`src/rtl/zqc_pkg.sv`:
```
// Package: shared field positions, widths and reset values of the
// impedance calibration control word.
// Assumes a single 32-bit register with four 5-bit code fields.
package zqc_pkg;
    localparam int ZQC_REG_W    = 32;
    localparam int ZQC_CODE_W   = 5;
    localparam int ZQC_N_CODES  = 4;
    localparam int ZQC_CODES_W  = ZQC_CODE_W * ZQC_N_CODES;
    localparam int ZQC_BIT_PD   = 31;
    localparam int ZQC_BIT_TRIG = 30;
    localparam int ZQC_BIT_BYP  = 29;
    localparam int ZQC_BIT_OVR  = 28;
    localparam logic [ZQC_CODES_W-1:0] ZQC_CODES_RST = 20'h0014A;

    typedef struct packed {
        logic pd;
        logic byp;
        logic ovr;
    } zqc_ctl_t;
endpackage

```
`src/rtl/zqc_field_regs.sv`:
```
// Module: storage for the plain read/write fields (power-down, bypass,
// override enable and the software code word).
// Assumes the caller has already removed reserved bits from the write data.
module zqc_field_regs
    import zqc_pkg::*;
#(
    parameter int                   CODES_W   = ZQC_CODES_W,
    parameter logic [CODES_W-1:0]   CODES_RST = ZQC_CODES_RST
) (
    input  logic               clk,
    input  logic               rst_n,
    input  logic               wr_en,
    input  zqc_ctl_t           wr_ctl,
    input  logic [CODES_W-1:0] wr_codes,
    output zqc_ctl_t           ctl,
    output logic [CODES_W-1:0] sw_codes
);

    // Load control bits and software codes on each register write.
    always_ff @(posedge clk) begin
        if (!rst_n) begin
            ctl      <= '0;
            sw_codes <= CODES_RST;
        end else if (wr_en) begin
            ctl      <= wr_ctl;
            sw_codes <= wr_codes;
        end
    end

endmodule

```
`src/rtl/zqc_cal_seq.sv`:
```
// Module: calibration sequencer. It accepts local or global triggers,
// holds the engine request until done, captures the engine result, and
// flags trigger writes made with override enabled.
// Assumes cal_done is a single-cycle pulse; done while idle is ignored.
module zqc_cal_seq
    import zqc_pkg::*;
#(
    parameter int                 CODES_W   = ZQC_CODES_W,
    parameter logic [CODES_W-1:0] CODES_RST = ZQC_CODES_RST
) (
    input  logic               clk,
    input  logic               rst_n,
    input  logic               local_trig,
    input  logic               local_ovr,
    input  logic               glob_trig,
    input  logic               byp,
    input  logic               cal_done,
    input  logic [CODES_W-1:0] cal_result,
    output logic               busy,
    output logic [CODES_W-1:0] hold_codes,
    output logic               trig_err
);

    logic local_ok;
    logic glob_ok;
    logic start;

    // Qualify the trigger sources; a running calibration blocks both.
    always_comb begin
        local_ok = local_trig & ~local_ovr;
        glob_ok  = glob_trig & ~byp;
        start    = ~busy & (local_ok | glob_ok);
    end

    // Request flag: set on an accepted trigger, cleared by done.
    always_ff @(posedge clk) begin
        if (!rst_n)
            busy <= 1'b0;
        else if (start)
            busy <= 1'b1;
        else if (cal_done)
            busy <= 1'b0;
    end

    // Capture the engine result when a running calibration completes.
    always_ff @(posedge clk) begin
        if (!rst_n)
            hold_codes <= CODES_RST;
        else if (busy && cal_done)
            hold_codes <= cal_result;
    end

    // One-cycle reject flag for a trigger written with override set.
    always_ff @(posedge clk) begin
        if (!rst_n)
            trig_err <= 1'b0;
        else
            trig_err <= local_trig & local_ovr;
    end

    assert_req_hold_R4: assert property (@(posedge clk) disable iff (!rst_n)
        (busy && !cal_done) |=> busy);

    assert_req_drop_R4: assert property (@(posedge clk) disable iff (!rst_n)
        (busy && cal_done) |=> !busy);

    assert_capture_R5: assert property (@(posedge clk) disable iff (!rst_n)
        (busy && cal_done) |=> (hold_codes == $past(cal_result)));

    assert_bypass_blocks_R9: assert property (@(posedge clk) disable iff (!rst_n)
        (!busy && glob_trig && byp && !local_ok) |=> !busy);

    assert_start_cause_R3: assert property (@(posedge clk) disable iff (!rst_n)
        $rose(busy) |-> $past(local_trig || glob_trig));

endmodule

```
`src/rtl/zqc_code_mux.sv`:
```
// Module: per-code selection between software codes and captured
// calibration codes, one slice per code field.
// Assumes both inputs use the same field packing.
module zqc_code_mux
    import zqc_pkg::*;
#(
    parameter int CODE_W  = ZQC_CODE_W,
    parameter int N_CODES = ZQC_N_CODES,
    localparam int CODES_W = CODE_W * N_CODES
) (
    input  logic               ovr,
    input  logic [CODES_W-1:0] sw_codes,
    input  logic [CODES_W-1:0] hold_codes,
    output logic [CODES_W-1:0] codes
);

    for (genvar g = 0; g < N_CODES; g++) begin : g_slice
        // Select the source for one code field.
        always_comb begin
            codes[g*CODE_W +: CODE_W] = ovr ? sw_codes[g*CODE_W +: CODE_W]
                                            : hold_codes[g*CODE_W +: CODE_W];
        end
    end

endmodule

```
`src/rtl/zq_ctrl_reg.sv`:
```
// Module: top of the impedance calibration control register. It decodes
// writes into field storage and the sequencer, assembles the read word and
// drives the code outputs.
// Assumes a single-register bus with write strobe and always-valid read data.
module zq_ctrl_reg
    import zqc_pkg::*;
#(
    parameter int CODE_W  = ZQC_CODE_W,
    parameter int N_CODES = ZQC_N_CODES,
    parameter int REG_W   = ZQC_REG_W,
    localparam int CODES_W = CODE_W * N_CODES,
    localparam int RSV_W   = REG_W - 4 - CODES_W
) (
    input  logic               clk,
    input  logic               rst_n,
    input  logic               reg_wr_en,
    input  logic [REG_W-1:0]   reg_wdata,
    output logic [REG_W-1:0]   reg_rdata,
    input  logic               glob_cal_trig,
    output logic               cal_req,
    input  logic               cal_done,
    input  logic [CODES_W-1:0] cal_result,
    output logic               zq_pwrdn,
    output logic [CODE_W-1:0]  pu_term_code,
    output logic [CODE_W-1:0]  pd_term_code,
    output logic [CODE_W-1:0]  pu_drv_code,
    output logic [CODE_W-1:0]  pd_drv_code,
    output logic               trig_reject
);

    localparam logic [CODES_W-1:0] CODES_RST = CODES_W'(ZQC_CODES_RST);

    zqc_ctl_t           wr_ctl;
    zqc_ctl_t           ctl;
    logic [CODES_W-1:0] sw_codes;
    logic [CODES_W-1:0] hold_codes;
    logic [CODES_W-1:0] codes;
    logic               busy;
    logic               local_trig;

    // Split the write word into control bits and the trigger strobe.
    always_comb begin
        wr_ctl.pd  = reg_wdata[REG_W-1];
        wr_ctl.byp = reg_wdata[REG_W-3];
        wr_ctl.ovr = reg_wdata[REG_W-4];
        local_trig = reg_wr_en & reg_wdata[REG_W-2];
    end

    zqc_field_regs #(.CODES_W(CODES_W), .CODES_RST(CODES_RST)) fields_i (
        .clk      (clk),
        .rst_n    (rst_n),
        .wr_en    (reg_wr_en),
        .wr_ctl   (wr_ctl),
        .wr_codes (reg_wdata[CODES_W-1:0]),
        .ctl      (ctl),
        .sw_codes (sw_codes)
    );

    zqc_cal_seq #(.CODES_W(CODES_W), .CODES_RST(CODES_RST)) seq_i (
        .clk        (clk),
        .rst_n      (rst_n),
        .local_trig (local_trig),
        .local_ovr  (wr_ctl.ovr),
        .glob_trig  (glob_cal_trig),
        .byp        (ctl.byp),
        .cal_done   (cal_done),
        .cal_result (cal_result),
        .busy       (busy),
        .hold_codes (hold_codes),
        .trig_err   (trig_reject)
    );

    zqc_code_mux #(.CODE_W(CODE_W), .N_CODES(N_CODES)) mux_i (
        .ovr        (ctl.ovr),
        .sw_codes   (sw_codes),
        .hold_codes (hold_codes),
        .codes      (codes)
    );

    // Assemble read data and split the code word onto the output pins.
    always_comb begin
        reg_rdata    = {ctl.pd, busy, ctl.byp, ctl.ovr, {RSV_W{1'b0}}, sw_codes};
        cal_req      = busy;
        zq_pwrdn     = ctl.pd;
        pd_drv_code  = codes[0*CODE_W +: CODE_W];
        pu_drv_code  = codes[1*CODE_W +: CODE_W];
        pd_term_code = codes[2*CODE_W +: CODE_W];
        pu_term_code = codes[3*CODE_W +: CODE_W];
    end

    assert_ovr_stable_R6: assert property (@(posedge clk) disable iff (!rst_n)
        (ctl.ovr && !reg_wr_en) |=> $stable({pu_term_code, pd_term_code, pu_drv_code, pd_drv_code}));

    assert_pwrdn_follow_R2: assert property (@(posedge clk) disable iff (!rst_n)
        reg_wr_en |=> (zq_pwrdn == $past(reg_wdata[REG_W-1])));

endmodule

```
`config.mk`:
```
export PLATFORM = sky130hd
export DESIGN_NAME = zq_ctrl_reg
export DESIGN_NICKNAME = d
export VERILOG_FILES = /design/src/rtl/zqc_pkg.sv /design/src/rtl/zqc_field_regs.sv /design/src/rtl/zqc_cal_seq.sv /design/src/rtl/zqc_code_mux.sv /design/src/rtl/zq_ctrl_reg.sv
export SDC_FILE = /design/constraint.sdc
export NUM_CORES = 1
export LEC_CHECK = 0
export ABC_AREA = 1
export ABC_CLOCK_PERIOD_IN_PS = 1150
export BUFFER_PORTS_ARGS = -buffer_cell sky130_fd_sc_hd__buf_2
export CAP_MARGIN = 20
export CELL_PAD_IN_SITES_DETAIL_PLACEMENT = 0
export CELL_PAD_IN_SITES_GLOBAL_PLACEMENT = 1
export CORE_UTILIZATION = 28
export DETAILED_ROUTE_END_ITERATION = 10
export GPL_TIMING_DRIVEN = 0
export PLACE_DENSITY = 0.84
export RECOVER_POWER = 50
export SLEW_MARGIN = 20
export SYNTH_ARGS = -nofsm -noshare
export SYNTH_HDL_FRONTEND = slang
export SYNTH_SLANG_ARGS = --single-unit
```
`constraint.sdc`:
```
create_clock -name clk -period 1.15 [get_ports clk]
set_input_delay 0.23 -clock clk [delete_from_list [all_inputs] [get_ports clk]]
set_output_delay 0.23 -clock clk [all_outputs]
set_load 0.05 [all_outputs]
```
==> run metrics <==
status=finished with violations; violated checks=design-rule violations, negative setup slack; Total Negative Setup Slacks=-5.74 ns; CP required=0.92 ns; endpoints failing hold=0; clk_lat worst skew=0.29 ns; total global-route track usage=16.5%; routed len/inst=12.5 um; total global routing overflow=0; CP Max Fanout=10; final setup margin=-0.296 ns; Post-Syn Area=0.00192 mm^2; vias per inst=4.29; worst-path cell chain=clkbuf_16 > o21ai_4 > buf_6; largest net degree at the start of global routing=13; area of the multi-input gates=953 um^2; slowest stage delay, CP=0.39 ns; DIE HEIGHT=84.8 um; area delta synth->final=59.2%; period utilization=126%; layout cells sized above 1=42.2%; synthesis warning total=0; # hold bufs at CTS=0; RSZ-0062 raised after global routing=yes; combinational power share=33.2%; maximum vdd drop=571 uV; FP Rows=29; Worst-path clk slew=0.08 ns; clk buf depth=2; fin util=47.1%; CTS root buf=clkbuf_8; internal power=2.63 mW; delay-heaviest family, CP=flip-flops; met2 usage=28.8%; global-route wire length before repair=9.32 mm; switching fraction of total power=36.2%; initial antenna violation count=0; Slew Viols, Final=0; CTS buffer count=5; Slowest cell on crit path=dfxtp_4; Fill cells=686; Routability Congestion=0.794; Critical Path AT=1.22 ns; CTS tree=built; PD cells=1350 mW/mm^2; critical path class=register to output port; Max Fclk=691 MHz; dpl hpwl=4.31 mm; # setup viols final=21; vias in the first global route=1869; Seq pwr share=42.5%; core area=0.00649 mm^2; clk_skew=0.00171 ns; remaining antenna violation count after routing=0; met3 usage=3.31%; Port Buffers=94; Synth cell types=14; via count=1978; Sink Count=45; final wirelength=5.78 mm; register area=920 um^2; Cells after Synth=277; CP startpoint kind=register; area of the die=0.00720 mm^2; clock share of power=24.3%; Net Switching=1.49 mW; Nets=441; initial core utilization=29.6%; FF+latch count, synth=45; Most Used Layer, Global Route=met2; number of buffers and inverters on the critical path=2; DRC=6; Critical Path End Type=output port; Mean Syn Cell Area=6.94 um^2; Initial DRC Count=55; chip width=84.8 um; H-Tree Depth=2; sequential share of the synthesized area=46.9%; Worst Hold Class=primary input to register; IO Count=112; Pleak=1.47 nW; first-pass iteration count of the detailed router=8; fin crit period=1.45 ns; max cap viols=0; diode count=0; routing usage on met1=21.0%
-- registers in the layout, summed over array words and instances, names as in the netlist --
register,cells
fields_i.ctl,3
seq_i.hold_codes,20
seq_i.busy,1
fields_i.sw_codes,20
seq_i.trig_err,1
-- Yosys cell counts --
| library cell | n | area share (%) |
|---|---|---|
| nor2_1 | 70 | 14 |
| buf_2 | 12 | 3.1 |
| nand2_1 | 42 | 8.2 |
| clkbuf_1 | 2 | 0.39 |
| nand3_1 | 8 | 2.1 |
| conb_1 | 1 | 0.20 |
| inv_1 | 23 | 4.5 |
| dfxtp_1 | 45 | 47 |
| inv_2 | 2 | 0.39 |
| o21ai_1 | 19 | 4.9 |
| clkbuf_2 | 1 | 0.26 |
| buf_4 | 14 | 5.5 |
| a21oi_1 | 2 | 0.52 |
| o21ai_0 | 36 | 9.4 |
-- power by group through the flow --
stage	logic, mW	registers (mW)	clock network (mW)
detailed placement	1.20	1.78	0
CTS	1.37	1.75	1.05
global route	1.45	1.77	1.08
finish	1.37	1.75	1.00
floorplan	0.718	1.96	0
global placement	1.19	1.77	0
-- cell usage in the layout, fill, tap and decap left out, types with 6 or more instances in the layout --
cell and instances:
inv_1 23, nand2_1 40, nor2_1 70, clkbuf_8 6, buf_6 24, o21ai_0 15, buf_4 24, dfxtp_1 34
o21ai_4 13, o21ai_1 20, o21ai_2 7, dfxtp_2 9, conb_1 8, nand3_1 8, buf_2 63
-- worst register-to-register path, stage by stage (launching register included) --
cell,delay (ns)
dfxtp_4,0.38
nand2_1,0.11
buf_2,0.22
o21ai_1,0.16
nor2_1,0.05
-- layer usage --
layer  vias to the layer above  share of wire (%)
li1                       1054                  -
met1                       865                 47
met2                        54                 48
met3                         5                4.7
met4                         0               0.86
met5                         -                  0
-- kinds of logic (layout without fill, tap and decap cells) --
family | after synthesis | in the layout | synth area share [%]
and+or+nand+nor | 120 | 120 | 24.0
AOI/OAI and AO/OA | 57 | 57 | 14.8
buffers and inverters | 54 | 154 | 14.1
DFF | 45 | 45 | 46.9
other | 1 | 8 | 0.195
-- metrics by stage --
stage,setup WS [ns],power (mW),hold WS (ns),area [um^2],instances
2_1_floorplan,-0.123,2.68,0.343,2100,284
3_3_place_gp,-0.223,2.96,0.430,2670,455
3_5_place_dp,-0.242,2.98,0.434,2670,455
4_1_cts,-0.308,4.16,0.122,3030,463
5_1_grt,-0.337,4.30,0.122,3060,461
6_report,-0.296,4.12,0.133,3060,461
-- layout make-up --
cell class,instances,share of cell area [%]
Multi-Input combinational cell,185,31.2
Timing Repair Buffer,95,22.4
Clock buffer,7,2.82
Tap cell,77,3.15
Buffer,27,7.32
Sequential cell,45,30.1
Inverter,25,3.07
-- path summary, 6_finish.rpt --
kind | endpoint | slack (ns) | cells after the start | start
worst max register to register | seq_i.hold_codes[5] | 0.14 | 4 | seq_i.busy
worst min register to register | fields_i.sw_codes[1] | 0.47 | 2 | fields_i.sw_codes[1]
worst min-delay path | seq_i.hold_codes[8] | 0.13 | 3 | cal_result[8]
worst max-delay path | pu_term_code[1] | -0.30 | 3 | fields_i.ctl[0]
-- what timing repair did --
item | 4_1_cts | 5_1_grt
gates resized for setup | 76 | 18
setup buffers | 1 | 0
pin swaps | 2 | 2
setup endpoints to repair | 38 | 37
No activity file was read; power rests on OpenSTA's default activity.
